$ cat src/rtl/brk_slot.sv
module brk_slot #(
  parameter int ADDR_W = 64,
  parameter int CTX_W  = 32,
  parameter int VMID_W = 16,
  parameter int NSLOT  = 16
) (
  input  logic              clk,
  input  logic              rst_n,
  input  logic              reg_we,
  input  logic              reg_sel,
  input  logic [63:0]       reg_wdata,
  output logic [63:0]       reg_rdata,
  input  logic              instr_vld,
  input  logic [ADDR_W-1:0] instr_pc,
  input  logic [CTX_W-1:0]  cur_ctx,
  input  logic [VMID_W-1:0] cur_vmid,
  input  logic [NSLOT-1:0]  peer_ctx_hit,
  output logic              ctx_link_out,
  output logic              bp_hit
);
  localparam int VM_LO = 32;
  localparam int VM_HI = VM_LO + VMID_W - 1;

  logic       en_q, bt2_q, hmc_q;
  logic [1:0] pmc_q, ssc_q;
  logic [3:0] bas_q, lbn_q, bt_q;
  logic [4:0] mask_q;
  logic [63:0] val_q;
  logic       hit_q;

  always_ff @(posedge clk or negedge rst_n) begin
    if (!rst_n) begin
      en_q   <= 1'b0;
      pmc_q  <= '0;
      bt2_q  <= 1'b0;
      bas_q  <= '0;
      hmc_q  <= 1'b0;
      ssc_q  <= '0;
      lbn_q  <= '0;
      bt_q   <= '0;
      mask_q <= '0;
      val_q  <= '0;
    end else if (reg_we) begin
      if (!reg_sel) begin
        en_q   <= reg_wdata[0];
        pmc_q  <= reg_wdata[2:1];
        bt2_q  <= reg_wdata[3];
        bas_q  <= reg_wdata[8:5];
        hmc_q  <= reg_wdata[13];
        ssc_q  <= reg_wdata[15:14];
        lbn_q  <= reg_wdata[19:16];
        bt_q   <= reg_wdata[23:20];
        mask_q <= reg_wdata[28:24];
      end else begin
        val_q  <= reg_wdata;
      end
    end
  end

  logic [3:0] bas_rd;
  assign bas_rd = (bt_q[3] | bt_q[1]) ? 4'hF : bas_q;

  assign reg_rdata = reg_sel ? val_q :
    {32'b0, 3'b0, mask_q, bt_q, lbn_q, ssc_q, hmc_q, 4'b0, bas_rd, 1'b0, bt2_q, pmc_q, en_q};

  logic [ADDR_W-1:0] low_ones, keep;
  logic mask_rsvd, under_set, live;
  assign low_ones  = (ADDR_W'(1) << mask_q) - ADDR_W'(1);
  assign keep      = (mask_q == 5'd0) ? ~ADDR_W'(3) : ~low_ones;
  assign mask_rsvd = (mask_q == 5'd1) || (mask_q == 5'd2);
  assign under_set = (mask_q != 5'd0) && (|(val_q[ADDR_W-1:0] & low_ones));
  assign live      = en_q && !mask_rsvd && !under_set;

  logic addr_eq, lane_ok, addr_hit;
  assign addr_eq  = ((instr_pc ^ val_q[ADDR_W-1:0]) & keep) == '0;
  assign lane_ok  = (mask_q != 5'd0) | bas_q[{instr_pc[1], 1'b0}];
  assign addr_hit = addr_eq & lane_ok;

  logic is_addr, invert, need_link, use_ctx, use_vm, ctx_self, ctx_lnk;
  always_comb begin
    is_addr = 1'b0; invert = 1'b0; need_link = 1'b0;
    use_ctx = 1'b0; use_vm = 1'b0; ctx_self = 1'b0; ctx_lnk = 1'b0;
    if (!bt2_q) begin
      case (bt_q)
        4'b0000: is_addr = 1'b1;
        4'b0001: begin is_addr = 1'b1; need_link = 1'b1; end
        4'b0100: begin is_addr = 1'b1; invert = 1'b1; end
        4'b0101: begin is_addr = 1'b1; invert = 1'b1; need_link = 1'b1; end
        4'b0010: begin use_ctx = 1'b1; ctx_self = 1'b1; end
        4'b0011: begin use_ctx = 1'b1; ctx_lnk = 1'b1; end
        4'b1000: begin use_vm = 1'b1; ctx_self = 1'b1; end
        4'b1001: begin use_vm = 1'b1; ctx_lnk = 1'b1; end
        4'b1010: begin use_ctx = 1'b1; use_vm = 1'b1; ctx_self = 1'b1; end
        4'b1011: begin use_ctx = 1'b1; use_vm = 1'b1; ctx_lnk = 1'b1; end
        default: ;
      endcase
    end
  end

  logic ctx_eq, link_ok, addr_cond, fire;
  assign ctx_eq    = (!use_ctx || (val_q[CTX_W-1:0] == cur_ctx)) &&
                     (!use_vm  || (val_q[VM_HI:VM_LO] == cur_vmid));
  assign link_ok   = !need_link || peer_ctx_hit[lbn_q];
  assign addr_cond = (addr_hit ^ invert) & link_ok;
  assign fire      = live & ((is_addr & addr_cond) | (ctx_self & ctx_eq));

  assign ctx_link_out = live & ctx_lnk & ctx_eq;

  always_ff @(posedge clk or negedge rst_n) begin
    if (!rst_n) hit_q <= 1'b0;
    else        hit_q <= instr_vld & fire;
  end

  assign bp_hit = hit_q;
endmodule


$ cat config.mk
export PLATFORM = sky130hd
export DESIGN_NAME = brk_slot
export DESIGN_NICKNAME = d
export VERILOG_FILES = /design/src/rtl/brk_slot.sv
export SDC_FILE = /design/constraint.sdc
export NUM_CORES = 1
export LEC_CHECK = 0
export BUFFER_PORTS_ARGS = -buffer_cell sky130_fd_sc_hd__clkbuf_2
export CAP_MARGIN = 20
export CORE_UTILIZATION = 51
export DETAILED_ROUTE_END_ITERATION = 8
export PLACE_DENSITY = 0.85
export SLEW_MARGIN = 20
export SYNTH_ARGS = -nofsm -noshare
export SYNTH_HDL_FRONTEND = slang
export SYNTH_SLANG_ARGS = --single-unit
$ cat constraint.sdc
create_clock -name clk -period 6.2 [get_ports clk]
set_clock_uncertainty 0.2 [all_clocks]
set_input_delay 0.93 -clock clk [delete_from_list [all_inputs] [get_ports clk]]
set_output_delay 0.93 -clock clk [all_outputs]
set_load 0.01 [all_outputs]
# == Word level (Yosys, flattened, before mapping) ==
# Cells that the tools add are included.
# W data, S select, Z words.
# classes
addsub,1
n_lt_le_gt_ge,2
n_eq_ne,13
n_shift,1
mux,21
bitwise,17
n_reduce_logical,27
# op_table
cell,count
$and A64 B64 Y64,2
$mux W64,2
$logic_not A64 Y1,1
$not A64 Y64,1
$reduce_or A64 Y1,1
$shl A1 B5 Y64 const A,1
$sub A64 B2 Y64 const B,1
$xor A64 B64 Y64,1
$eq A32 B32 Y1,1
$mux W1,17
$eq A16 B16 Y1,1
$eq A4 B4 Y1 const B,4
$reduce_or A4 Y1,3
$and A1 B1 Y1,8
$eq A4 B2 Y1 const B,2
$eq A4 B3 Y1 const B,2
$reduce_or A3 Y1,2
$eq A5 B1 Y1 const B,1
$eq A5 B2 Y1 const B,1
$logic_not A1 Y1,5
$logic_not A5 Y1,1
$lt A4 B5 Y1 const B,1
$reduce_bool A5 Y1,1
$bmux W1 S4,1
other kinds (11),21
# totals
register_bits,89
input_bits,197
out_inout_bits,66
word_cells,93

# == Logic depth before layout (Yosys ltp) ==
# depth
depth_word,13
ltp_mapped,14

# == Worst setup path before layout ==
# Ideal clock, no wire load.
# synth_path
kind,reg-to-output
startpoint,register mask_q[3]
endpoint,output ctx_link_out
arrival_time_ps,3125
slack_ps,1945
path_stages_with_launch,13
n_path_buf,3
cell_sequence,dfrtp_1 > buf_6 > buf_4 > nor3_1 > nand3_1 > ha_1 > buf_2 > inv_2 > a21oi_1 > a221o_1 > or4_1 > o31a_1 > nor4_2
# synth_via
elab_chain_len,9
word_cells_on_any_way,15
# synth_rtl
element,line,rtl
"start, declared",27,logic [4:0] mask_q;
"start signal, assigned",53,mask_q <= reg_wdata[28:24];
$shl A1 B5 Y64,68,assign low_ones = (ADDR_W'(1) << mask_q) - ADDR_W'(1);
$sub A64 B2 Y64,68,
$and A64 B64 Y64,71,assign under_set = (mask_q != 5'd0) && (|(val_q[ADDR_W-1:0] & low_ones));
$reduce_or A64 Y1,71,
$logic_and A1 B1 Y1,71,
$logic_not A1 Y1,72,assign live = en_q && !mask_rsvd && !under_set;
$logic_and A1 B1 Y1 *,72,
$and A1 B1 Y1 * (2 in series),107,assign ctx_link_out = live & ctx_lnk & ctx_eq;
"end, declared",18,"output logic ctx_link_out,"
# Mark *: on every way between the ends. The rest lies on a longest branch, timed or not.

# == Worst setup path after layout ==
# layout_path
startpoint,register mask_q[2]
endpoint,output ctx_link_out
# The elaborated chain is that of the path after synthesis.

==> summary.md <==
| Metric | Value |
|---|---|
| First-pass GRT wire length | `33.6 mm` |
| Worst EP required | `5.07 ns` |
| Sequential fraction of the synthesis area | `34.2%` |
| Clk buf depth | `2` |
| Crit. End Element | `output pin` |
| Final TNS setup | `0 ns` |
| Synth top area share | `34.2%` |
| Routed Antenna Nets | `0` |
| Total GRT Usage | `34.4%` |
| Maxcap violations | `0` |
| Result of the run | `finished, final reports clean` |
| CTS resizes | `0` |
| CP Class | `reg -> out` |
| CP Launch Type | `flop` |
| Simple-gate area share of the yosys netlist | `15.5%` |
| CP endpoint | `ctx_link_out` |
| RePlAce Congestion | `0.985` |
| Fillcell total | `1049` |
| Slew headroom | `40.7%` |
| # port buffers | `261` |
| Least-Margin Pin Slew | `0.890 ns` |
| Worst hold path type | `reg -> reg` |
| Clock tree from TritonCTS | `yes` |
| Vias | `6239` |
| Vias in the first global route | `6134` |
| Post-Syn Area | `0.00650 mm²` |
| Compound-gate portion of the synthesized area | `11.8%` |
| Area share of fa/ha/maj cells after synthesis | `0.385%` |
| CTS Hold Bufs | `0` |
| Grt total ovfl | `0` |
| Synth Warn # | `0` |
| DR pass1 iterations | `6` |
| Synth top area cells | `dfrtp_1, mux2_2, xor2_1` |
| Antenna cells | `0` |
| Post-Route WL | `22.1 mm` |
| Antenna violations before repair | `0` |
| Fin util | `67.1%` |
| FMAX | `190 MHz` |
| Worst-skew pair later-pin latency | `0.35 ns` |
| RR Startpoint | `mask_q[2]` |
| Post-CTS Setup Bufs | `0` |
| Top FF cell, synth | `dfrtp_1` |
| Worst Setup SP | `mask_q[2]` |
| Placed Area | `0.00791 mm²` |
| Clk slew on worst S/H paths | `0.06 ns` |
| CP arrival | `4.13 ns` |
| Logic pwr share | `34.4%` |
| Leading area contributor after synthesis | `dfrtp_1` |
| Leak | `3.74 nW` |
| Number of synthesized register bits | `89` |
| Slew Limit Fails | `0` |
| Worst-path fanout max | `17` |
| Pwr per Cell Area | `250 mW/mm²` |
| Reg power frac | `39.9%` |
| Post-route cell area | `0.00819 mm²` |
| Area of the multi-input gates | `0.00403 mm²` |
| Area delta synth->final | `25.9%` |
| Register area | `0.00223 mm²` |
| Distinct cells, synth | `69` |
| Mux cell area share after synthesis | `18.9%` |
| Post-route minimum period | `5.26 ns` |
| WL/cell | `20.8 µm` |
| Synth Area in XOR/XNOR | `15.2%` |
| Post-Synthesis Cells | `650` |
| Most common cell in the netlist | `mux2_2` |
| Number of cell rows | `40` |
| Worst path max stage delay | `0.59 ns` |
| RSZ-0062 raised after global routing | `no` |
| Starting Density | `53.3%` |
| Post-Layout Cell Count | `1064` |
| Post-synth EDFFs | `0` |
| Fin crit share | `84.8%` |
| Clock Sinks | `89` |
| Net Count, Synth | `849` |
| CTS buffer count | `9` |
| Detailed placement HPWL | `17.0 mm` |
| Htree depth | `3` |
| Drt via density | `5.86` |
| Endpoints failing hold | `0` |
| CP Cell Sequence | `nor3_1 -> nand3_1 -> ha_1 -> or4b_4 -> o21ai_0 -> o21ai_0 -> nand2_1 -> or4_1 -> o31a_1 -> nor4_2 -> clkbuf_2` |
| Core area | `0.0122 mm²` |
| Root buffer selected by CTS | `clkbuf_16` |
| R2R cell count | `10` |
| Sw frac | `36.4%` |
| P_int | `1.30 mW` |
| I/O pin count | `263` |
| Hold-critical path depth | `1` |
| Reg-to-Reg End | `bp_hit` |
| Maximum VDD drop | `0.000218 V` |
| Die span in y | `115 µm` |
| Net Sw Power | `747 µW` |
| Slowest-stage cell, CP | `dfrtp_1` |
| FF-to-FF setup slack | `1.94 ns` |
| Share of layout cells above drive strength 1 | `45.1%` |
| Avg Cell Area, Syn | `10.0 µm²` |
| Largest family of logic cells by synthesized area | `multiplexers` |
| Largest net degree at the start of global routing | `76` |
| Final net count | `1090` |
| Die area | `0.0132 mm²` |
| WHS | `0.309 ns` |
| Final setup viols | `0` |
| Top cell by count, worst path | `o21ai_0` |
| Inst Count DP | `1048` |
| Initial drt markers | `439` |
| Ys async rst share | `100%` |
| Die width | `115 µm` |
| Clk network pwr share | `25.7%` |
| Most frequent cells after synthesis | `mux2_2, dfrtp_1, xor2_1` |
| Residual DRC count | `0` |
critical path, delay by kind of cell, from the launching register on:
family / cells / cell delay [ns]
AO/OA/AOI/OAI: 3 / 0.67
adder cells (fa/ha/maj): 1 / 0.36
buffers and inverters: 1 / 0.19
flip-flops: 1 / 0.59
AND/OR/NAND/NOR: 6 / 1.96
cells by family after synthesis:
family	count (synthesis)
mux	105
fa+ha+maj	2
simple gates	174
xor+xnor	113
compound gates	111
flops	89
buf+inv	56
routing by layer:
layer / track usage (%) / part of all wire, %
met1: 43.8 / 39
met2: 55.0 / 48
met3: 9.28 / 8.4
met4: 14.9 / 4.1
met5: 0 / 0
final cells by class:
cell class | instances | area share [%]
Multi-Input combinational cell | 505 | 49.2
Tap cell | 168 | 2.57
Sequential cell | 89 | 27.2
Timing Repair Buffer | 272 | 17.0
Inverter | 14 | 0.642
Clock buffer | 13 | 3.18
Clock inverter | 3 | 0.275
power by group through the flow:
stage | clock network, mW | logic (mW) | registers [mW]
global placement | 0 | 0.681 | 0.817
global route | 0.555 | 0.764 | 0.827
detailed placement | 0 | 0.692 | 0.821
floorplan | 0 | 0.487 | 0.747
CTS | 0.537 | 0.699 | 0.811
finish | 0.528 | 0.705 | 0.819
cell usage in the layout, fill, tap and decap left out, drive strengths merged, types with 4 or more instances in the layout:
master,instances
dfrtp,89
xor2,77
nand4,16
o2111ai,6
o22ai,4
a21oi,19
o211ai,9
nand2b,5
xnor2,36
o21ai,33
buf,12
mux2,100
inv,15
and2,44
mux4,4
a211oi,6
clkbuf,273
nand3,14
nor4,22
nor3,14
nand2,25
nor2,15
worst min-delay path by stage:
stage	endpoint	slack, ns	startpoint
floorplan	hmc_q	0.28	hmc_q
global placement	ssc_q[0]	0.29	ssc_q[0]
detailed placement	pmc_q[0]	0.30	pmc_q[0]
CTS	ssc_q[1]	0.31	ssc_q[1]
global route	ssc_q[0]	0.33	ssc_q[0]
finish	ssc_q[1]	0.31	ssc_q[1]
state kept, by name, indices dropped and copies added (netlist names):
| name | cells |
|---|---|
| mask_q | 5 |
| bt_q | 4 |
| en_q | 1 |
| val_q | 64 |
| bp_hit | 1 |
| bt2_q | 1 |
| hmc_q | 1 |
| pmc_q | 2 |
| ssc_q | 2 |
| lbn_q | 4 |
| bas_q | 4 |
stage by stage:
step | total power, mW | setup slack (ns)
after global placement | 1.50 | 1.44
after global routing | 2.15 | 0.588
after CTS | 2.05 | 1.02
final | 2.05 | 0.942
after detailed placement | 1.51 | 1.42
after floorplan | 1.23 | 1.94
Note: power is estimated with default switching activity, not from simulation.
